File: config.mk
export PLATFORM = sky130hd
export DESIGN_NAME = irspi_bridge
export DESIGN_NICKNAME = d
export VERILOG_FILES = /design/src/rtl/irspi_pkg.sv /design/src/rtl/irspi_fifo.sv /design/src/rtl/irspi_uart_rx.sv /design/src/rtl/irspi_uart_tx.sv /design/src/rtl/irspi_bridge.sv
export SDC_FILE = /design/constraint.sdc
export NUM_CORES = 2
export LEC_CHECK = 0
export CAP_MARGIN = 20
export CORE_MARGIN = 5
export CORE_UTILIZATION = 65
export CTS_BUF_LIST = sky130_fd_sc_hd__clkbuf_16
export DETAILED_ROUTE_END_ITERATION = 10
export PLACE_DENSITY = 0.78
export SETUP_SLACK_MARGIN = 0.4
export SLEW_MARGIN = 5
export SYNTH_ARGS = -nofsm -noshare
export SYNTH_HDL_FRONTEND = slang
export SYNTH_SLANG_ARGS = --single-unit
export TNS_END_PERCENT = 20
File: constraint.sdc
create_clock -name clk -period 7.2 [get_ports clk]
set_input_delay 0.72 -clock clk [delete_from_list [all_inputs] [get_ports clk]]
set_output_delay 0.72 -clock clk [all_outputs]
set_load 0.005 [all_outputs]
File: src/rtl/irspi_pkg.sv
package irspi_pkg;
   typedef enum logic [2:0] {
      ST_CMD,
      ST_PASS,
      ST_READ,
      ST_SEND,
      ST_DONE
   } dec_state_t;

   localparam logic [7:0] CMD_ESCAPE = 8'h00;
   localparam logic [7:0] CMD_IRREAD = 8'h01;
   localparam logic [7:0] CMD_IRSEND = 8'h02;
   localparam logic [7:0] CMD_STATUS = 8'h08;
   localparam logic [7:0] STAT_QUIET = 8'h00;
   localparam logic [7:0] STAT_BUSY  = 8'hAA;
   localparam logic [7:0] FILL_BYTE  = 8'hFF;
   localparam logic [7:0] PAD_BYTE   = 8'h00;
endpackage

File: src/rtl/irspi_fifo.sv
module irspi_fifo #(
   parameter int WIDTH = 8,
   parameter int DEPTH = 16
) (
   input  logic                           clk,
   input  logic                           rst_n,
   input  logic                           push,
   input  logic [WIDTH-1:0]               wdata,
   input  logic                           pop,
   output logic [WIDTH-1:0]               rdata,
   output logic [$clog2(DEPTH+1)-1:0]     count
);
   localparam int AW   = $clog2(DEPTH);
   localparam int CW   = $clog2(DEPTH+1);
   localparam bit POW2 = ((1 << AW) == DEPTH);

   if (DEPTH < 2) begin : g_bad_depth
      $error("irspi_fifo: DEPTH must be at least 2");
   end

   logic [WIDTH-1:0] mem [DEPTH];
   logic [AW-1:0]    wr_ptr, rd_ptr, wr_nx, rd_nx;
   logic             push_ok, pop_ok;

   assign push_ok = push && (count != CW'(DEPTH));
   assign pop_ok  = pop && (count != '0);
   assign rdata   = mem[rd_ptr];

   if (POW2) begin : g_wrap_free
      assign wr_nx = wr_ptr + 1'b1;
      assign rd_nx = rd_ptr + 1'b1;
   end else begin : g_wrap_cmp
      assign wr_nx = (wr_ptr == AW'(DEPTH-1)) ? '0 : wr_ptr + 1'b1;
      assign rd_nx = (rd_ptr == AW'(DEPTH-1)) ? '0 : rd_ptr + 1'b1;
   end

   always_ff @(posedge clk) begin
      if (push_ok) mem[wr_ptr] <= wdata;
   end

   always_ff @(posedge clk or negedge rst_n) begin
      if (!rst_n) begin
         wr_ptr <= '0;
         rd_ptr <= '0;
         count  <= '0;
      end else begin
         if (push_ok) wr_ptr <= wr_nx;
         if (pop_ok)  rd_ptr <= rd_nx;
         count <= count + CW'(push_ok) - CW'(pop_ok);
      end
   end
endmodule

File: src/rtl/irspi_uart_rx.sv
module irspi_uart_rx #(
   parameter int DIV = 1085
) (
   input  logic       clk,
   input  logic       rst_n,
   input  logic       rxd,
   output logic       valid,
   output logic [7:0] data,
   output logic       busy
);
   localparam int CNTW = $clog2(DIV+1);

   logic [1:0]      rxd_p;
   logic            rxd_s;
   logic [CNTW-1:0] cnt;
   logic [3:0]      bitn;

   assign rxd_s = rxd_p[1];

   always_ff @(posedge clk or negedge rst_n) begin
      if (!rst_n) begin
         rxd_p <= 2'b11;
         cnt   <= '0;
         bitn  <= '0;
         busy  <= 1'b0;
         valid <= 1'b0;
         data  <= '0;
      end else begin
         rxd_p <= {rxd_p[0], rxd};
         valid <= 1'b0;
         if (!busy) begin
            if (!rxd_s) begin
               busy <= 1'b1;
               cnt  <= CNTW'(DIV/2);
               bitn <= '0;
            end
         end else if (cnt != '0) begin
            cnt <= cnt - 1'b1;
         end else begin
            cnt  <= CNTW'(DIV-1);
            bitn <= bitn + 1'b1;
            if (bitn == 4'd0) begin
               if (rxd_s) busy <= 1'b0;
            end else if (bitn <= 4'd8) begin
               data <= {rxd_s, data[7:1]};
            end else begin
               busy  <= 1'b0;
               valid <= rxd_s;
            end
         end
      end
   end
endmodule

File: src/rtl/irspi_uart_tx.sv
module irspi_uart_tx #(
   parameter int DIV = 1085
) (
   input  logic       clk,
   input  logic       rst_n,
   input  logic       load,
   input  logic [7:0] data,
   output logic       busy,
   output logic       txd
);
   localparam int CNTW = $clog2(DIV+1);

   logic [9:0]      sh;
   logic [3:0]      left;
   logic [CNTW-1:0] cnt;

   assign txd = busy ? sh[0] : 1'b1;

   always_ff @(posedge clk or negedge rst_n) begin
      if (!rst_n) begin
         sh   <= '1;
         left <= '0;
         cnt  <= '0;
         busy <= 1'b0;
      end else if (!busy) begin
         if (load) begin
            sh   <= {1'b1, data, 1'b0};
            left <= 4'd10;
            cnt  <= CNTW'(DIV-1);
            busy <= 1'b1;
         end
      end else if (cnt != '0) begin
         cnt <= cnt - 1'b1;
      end else begin
         sh   <= {1'b1, sh[9:1]};
         cnt  <= CNTW'(DIV-1);
         left <= left - 1'b1;
         if (left == 4'd1) busy <= 1'b0;
      end
   end
endmodule

File: src/rtl/irspi_bridge.sv
module irspi_bridge #(
   parameter int CLK_HZ      = 125_000_000,
   parameter int BAUD        = 115_200,
   parameter int RX_DEPTH    = 255,
   parameter int TX_DEPTH    = 16,
   parameter int SYNC_STAGES = 2
) (
   input  logic clk,
   input  logic rst_n,
   input  logic spi_cs_n,
   input  logic spi_sck,
   input  logic spi_mosi,
   output logic spi_miso,
   output logic mem_cs_n,
   output logic mem_sck,
   output logic mem_mosi,
   input  logic mem_miso,
   input  logic uart_rx,
   output logic uart_tx
);
   import irspi_pkg::*;

   localparam int DIV   = CLK_HZ / BAUD;
   localparam int RX_CW = $clog2(RX_DEPTH+1);
   localparam int TX_CW = $clog2(TX_DEPTH+1);

   if (RX_DEPTH < 2 || RX_DEPTH > 255) begin : g_bad_rx
      $error("irspi_bridge: RX_DEPTH must fit the one-byte length prefix");
   end
   if (TX_DEPTH < 2) begin : g_bad_tx
      $error("irspi_bridge: TX_DEPTH must be at least 2");
   end
   if (DIV < 4) begin : g_bad_div
      $error("irspi_bridge: CLK_HZ/BAUD must be at least 4");
   end
   if (SYNC_STAGES < 2) begin : g_bad_sync
      $error("irspi_bridge: SYNC_STAGES must be at least 2");
   end

   // pin synchronizers
   logic [SYNC_STAGES-1:0] sck_p, cs_p, mosi_p;
   logic sck_s, cs_s, mosi_s, sck_last;
   assign sck_s  = sck_p[SYNC_STAGES-1];
   assign cs_s   = cs_p[SYNC_STAGES-1];
   assign mosi_s = mosi_p[SYNC_STAGES-1];

   always_ff @(posedge clk or negedge rst_n) begin
      if (!rst_n) begin
         sck_p    <= '0;
         cs_p     <= '1;
         mosi_p   <= '0;
         sck_last <= 1'b0;
      end else begin
         sck_p    <= {sck_p[SYNC_STAGES-2:0], spi_sck};
         cs_p     <= {cs_p[SYNC_STAGES-2:0], spi_cs_n};
         mosi_p   <= {mosi_p[SYNC_STAGES-2:0], spi_mosi};
         sck_last <= sck_s;
      end
   end

   logic rise, fall;
   assign rise = sck_s && !sck_last && !cs_s;
   assign fall = !sck_s && sck_last && !cs_s;

   // command decoder state
   dec_state_t state;
   logic [2:0] bit_cnt;
   logic [6:0] rx_sh;
   logic [7:0] tx_sh, nxt_byte, remain, rbyte;
   logic       stat_seen, byte_done;

   // buffers and UART
   logic [RX_CW-1:0] rx_count;
   logic [TX_CW-1:0] tx_count;
   logic [7:0]       rx_head, tx_head, rx_data, rx_level8;
   logic             rx_valid, rx_busy, rd_pop, tx_push, tx_load, tx_busy, ir_active;

   assign rbyte     = {rx_sh, mosi_s};
   assign byte_done = rise && (bit_cnt == 3'd7);
   assign rd_pop    = byte_done && (state == ST_READ) && (remain != 8'd0);
   assign tx_push   = byte_done && (state == ST_SEND);
   assign tx_load   = !tx_busy && (tx_count != '0);
   assign rx_level8 = 8'(rx_count);
   assign ir_active = (rx_count != '0) || rx_busy;

   always_ff @(posedge clk or negedge rst_n) begin
      if (!rst_n) begin
         state     <= ST_CMD;
         bit_cnt   <= '0;
         rx_sh     <= '0;
         tx_sh     <= FILL_BYTE;
         nxt_byte  <= FILL_BYTE;
         remain    <= '0;
         stat_seen <= 1'b0;
      end else if (cs_s) begin
         state   <= ST_CMD;
         bit_cnt <= '0;
         rx_sh   <= '0;
         tx_sh   <= FILL_BYTE;
      end else begin
         if (rise) begin
            rx_sh   <= rbyte[6:0];
            bit_cnt <= bit_cnt + 1'b1;
         end
         if (byte_done) begin
            nxt_byte <= FILL_BYTE;
            unique case (state)
               ST_CMD: begin
                  stat_seen <= 1'b0;
                  unique case (rbyte)
                     CMD_ESCAPE: state <= ST_PASS;
                     CMD_IRREAD: begin
                        state    <= ST_READ;
                        remain   <= rx_level8;
                        nxt_byte <= rx_level8;
                     end
                     CMD_IRSEND: state <= ST_SEND;
                     CMD_STATUS: begin
                        state     <= ST_DONE;
                        stat_seen <= 1'b1;
                        nxt_byte  <= (stat_seen || ir_active) ? STAT_BUSY : STAT_QUIET;
                     end
                     default: state <= ST_DONE;
                  endcase
               end
               ST_READ: begin
                  if (remain != 8'd0) begin
                     nxt_byte <= rx_head;
                     remain   <= remain - 1'b1;
                  end else begin
                     nxt_byte <= PAD_BYTE;
                  end
               end
               default: ;
            endcase
         end
         if (fall) begin
            if (bit_cnt == 3'd0) tx_sh <= nxt_byte;
            else                 tx_sh <= {tx_sh[6:0], 1'b1};
         end
      end
   end

   logic pass;
   assign pass     = (state == ST_PASS);
   assign mem_cs_n = spi_cs_n || !pass;
   assign mem_sck  = pass && spi_sck;
   assign mem_mosi = pass && spi_mosi;
   assign spi_miso = pass ? mem_miso : tx_sh[7];

   irspi_fifo #(.WIDTH(8), .DEPTH(RX_DEPTH)) u_rx_buf (
      .clk(clk), .rst_n(rst_n), .push(rx_valid), .wdata(rx_data),
      .pop(rd_pop), .rdata(rx_head), .count(rx_count)
   );

   irspi_fifo #(.WIDTH(8), .DEPTH(TX_DEPTH)) u_tx_buf (
      .clk(clk), .rst_n(rst_n), .push(tx_push), .wdata(rbyte),
      .pop(tx_load), .rdata(tx_head), .count(tx_count)
   );

   irspi_uart_rx #(.DIV(DIV)) u_urx (
      .clk(clk), .rst_n(rst_n), .rxd(uart_rx),
      .valid(rx_valid), .data(rx_data), .busy(rx_busy)
   );

   irspi_uart_tx #(.DIV(DIV)) u_utx (
      .clk(clk), .rst_n(rst_n), .load(tx_load), .data(tx_head),
      .busy(tx_busy), .txd(uart_tx)
   );
endmodule

==> flow_metrics.env <==
export IMPL_multi_input_area_mm2=0.0213
export IMPL_final_common_cell="edfxtp_1"
export IMPL_layout_min_cycle_time_ns=4.55
export IMPL_cts_htree_levels=4
export IMPL_syn_cell_area_mm2=0.0914
export IMPL_syn_avg_cell_area_um2=19.8
export IMPL_setup_tns_ns=0
export IMPL_dp_slack_ns=2.88
export IMPL_hold_start="uart_rx"
export IMPL_ys_flop_type="edfxtp_1"
export IMPL_max_vdd_ir_drop_mv=0.293
export IMPL_grt_max_degree=230
export IMPL_die_area_mm2=0.148
export IMPL_cts_tree="yes"
export IMPL_grt_pass1_vias=47100
export IMPL_numCtsBuffers=212
export IMPL_die_w_um=385
export IMPL_synth_distinct_cells=76
export IMPL_grt_pass1_wl_um=328000
export IMPL_synth_edf_count=2168
export IMPL_synthCells=4626
export IMPL_path_buf_inv=1
export IMPL_final_setup_viol_count=0
export IMPL_synth_top_area_frac=0.713
export IMPL_ys_warn_count=0
export IMPL_wl_per_cell_um=33.4
export IMPL_dp_hpwl_um=129000
export IMPL_cp_end_kind="register"
export IMPL_min_to="u_urx.rxd_p[0]$_DFF_PN1_"
export IMPL_firstDrtPassIters=6
export IMPL_timing_rr_start="u_rx_buf.count[4]$_DFF_PN0_"
export IMPL_worstPathRequired_ns=7.66
export IMPL_drc=0
export IMPL_grt_remaining_overflow=0
export IMPL_drt_iter0_markers=7574
export IMPL_cts_setup_buffers=0
export IMPL_criticalPathCategory="reg -> reg"
export IMPL_cpPeakStageDelay_ns=1.22
export IMPL_power_leakage_nw=25.8
export IMPL_rsz0062_at_grt="no"
export IMPL_synthArstFlopShare=0.0582
export IMPL_r2r_cells=6
export IMPL_crit_path_top_delay_cell="nand3_2"
export IMPL_cts_root_buf="clkbuf_16"
export IMPL_ant_nets=0
export IMPL_wirelength_um=225000
export IMPL_initial_core_util=0.655
export IMPL_clock_path_buffers=3
export IMPL_pin_count=12
export IMPL_path_clk_slew_ns=0.06
export IMPL_seq_area_frac_synth=0.750
export IMPL_cp_arrival_ns=5.01
export IMPL_cap_viol_max_count=0
export IMPL_n_fill_cell=7848
export IMPL_hold_viol_final=0
export IMPL_p_per_area_mw_per_mm2=253
export IMPL_synth_seq_cells=2302
export IMPL_port_buffers=11
export IMPL_post_drt_via_cell_ratio=7.11
export IMPL_nets=4726
export IMPL_place_gp_congestion=0.892
export IMPL_crit_family="simple AND/OR/NAND/NOR gates"
export IMPL_clock_fmax_ghz=0.220
export IMPL_finalClockSkew_ns=0.0369
export IMPL_crit_start="u_rx_buf.count[4]$_DFF_PN0_"
export IMPL_layout_drive_gt1_share=0.204
export IMPL_row_count=137
export IMPL_worst_slack_ns=2.65
export IMPL_coreArea_mm2=0.140
export IMPL_status="finished clean"
export IMPL_antenna_found_initial=6
export IMPL_whs_path_depth=1
export IMPL_worst_slew_pin_slew_ns=1.41
export IMPL_synth_top_area_cell="edfxtp_1"
export IMPL_vias=47800
export IMPL_synth_fp_nets=4677
export IMPL_final_cell_mix="2168 x edfxtp_1, 507 x mux4_2, 344 x nor2_1"
export IMPL_path_cells="ha_1 > nand2_1 > o21ai_0 > clkinv_1 > nand3_2 > nor2_1"
export IMPL_slew_headroom=0.0623
export IMPL_maxSlewViolCount=0
export IMPL_ff_latch_area_mm2=0.0685
export IMPL_hold_slack_ns=0.326
export IMPL_hold_path_class="in -> reg"
export IMPL_startpoint_type="register"
export IMPL_insertion_delay_ns=0.84
export IMPL_synth_area_top_cells="edfxtp_1 71%, mux4_2 12%, dfrtp_1 2.9%, mux2i_1 1.7%, nor2_1 1.4%"
export IMPL_r2r_end="u_rx_buf.mem[236][1]$_DFFE_PP_"
export IMPL_cts_sinks=2302
export IMPL_area_growth_synth_to_final_pct=9.49
export IMPL_min_period_over_period=0.632
export IMPL_r2r_slack_ns=2.65
export IMPL_grt_total_usage=0.309
export IMPL_die_h_um=385
export IMPL_cp_max_fo=26
==> final cells by class <==
| class | count | share of cell area |
|---|---|---|
| sequential | 2302 | 0.685 |
| multi-input combinational | 2003 | 0.212 |
| clock buffer | 217 | 0.0543 |
| tap | 1876 | 0.0235 |
| clock inverter | 171 | 0.0121 |
| timing repair buffer | 99 | 0.0103 |
| inverter | 57 | 0.00219 |
| antenna | 2 | 0.0000500 |
==> state kept, by name, summed over array words and instances, names as in the netlist, 5 cells and up <==
name,flops
rx_sh,7
u_rx_buf.count,8
remain,8
nxt_byte,8
u_utx.sh,9
tx_sh,8
u_rx_buf.mem,2040
u_rx_buf.wr_ptr,8
u_urx.data,8
u_urx.cnt,11
u_utx.cnt,11
u_rx_buf.rd_ptr,8
u_tx_buf.mem,128
u_tx_buf.count,5
==> cell families (layout without fill, tap and decap cells) <==
| group | after synthesis | after routing | share of synthesized area |
|---|---|---|---|
| mux | 721 | 721 | 0.153 |
| other cells | 0 | 2 | 0 |
| fa+ha+maj | 44 | 44 | 0.00619 |
| xor+xnor | 30 | 30 | 0.00288 |
| compound gates | 458 | 458 | 0.0330 |
| flops | 2302 | 2302 | 0.750 |
| buf+inv | 321 | 544 | 0.0189 |
| simple gates | 750 | 750 | 0.0362 |
==> cells in the mapped netlist (35+ instances only) <==
cell type,instances
mux4_2,507
buf_2,57
mux2i_1,153
inv_1,53
edfxtp_1,2168
buf_4,36
o21ai_0,103
nand2_1,187
a22oi_1,74
nand3_1,52
mux2_2,37
dfrtp_1,105
nor3_1,35
a21oi_1,96
ha_1,42
clkbuf_1,115
nor2_1,346
==> per-stage QoR <==
stage,instances,utilization,total power [W],area (µm²)
floorplan,4626,-,0.0147,91400
global placement,6328,0.669,0.0148,93300
detailed placement,6334,0.669,0.0148,93400
CTS,6723,0.717,0.0254,100000
global route,6726,0.717,0.0260,100000
finish,6727,0.717,0.0254,100000
==> where the power goes <==
group	switching, W	internal, W	total, W
clock	0.00481	0.00606	0.0109
combinational	0.0000299	0.0000121	0.0000421
sequential	0.0000106	0.0144	0.0144
==> worst register-to-register path, stage by stage (launching register included) <==
cell and delay (ns):
dfrtp_1 0.44, ha_1 0.18, nand2_1 0.05, o21ai_0 0.75
clkinv_1 1.09, nand3_2 1.23, nor2_1 0.48
==> worst max-delay path by stage <==
stage                                     end  cells after the start
2_1_floorplan    u_rx_buf.mem[0][7]$_DFFE_PP_                      0
3_3_place_gp     u_tx_buf.mem[3][4]$_DFFE_PP_                      6
3_5_place_dp    u_rx_buf.mem[12][5]$_DFFE_PP_                      6
4_1_cts        u_rx_buf.mem[175][6]$_DFFE_PP_                      5
5_1_grt         u_rx_buf.mem[12][5]$_DFFE_PP_                      6
6_report       u_rx_buf.mem[236][1]$_DFFE_PP_                      6
==> metal layers <==
layer | vias to the layer above | global-route usage | wire length (µm)
li1 | 19000 | - | -
met1 | 24600 | 0.437 | 80400
met2 | 3609 | 0.467 | 105000
met3 | 598 | 0.0850 | 28800
met4 | 0 | 0.125 | 10600
met5 | - | 0 | 0
==> repair_timing <==
action,in CTS,in global routing
hold buffers,1,0
hold endpoints to repair,58,0
gates resized for setup,0,0
(Power assumes the default switching activity.)
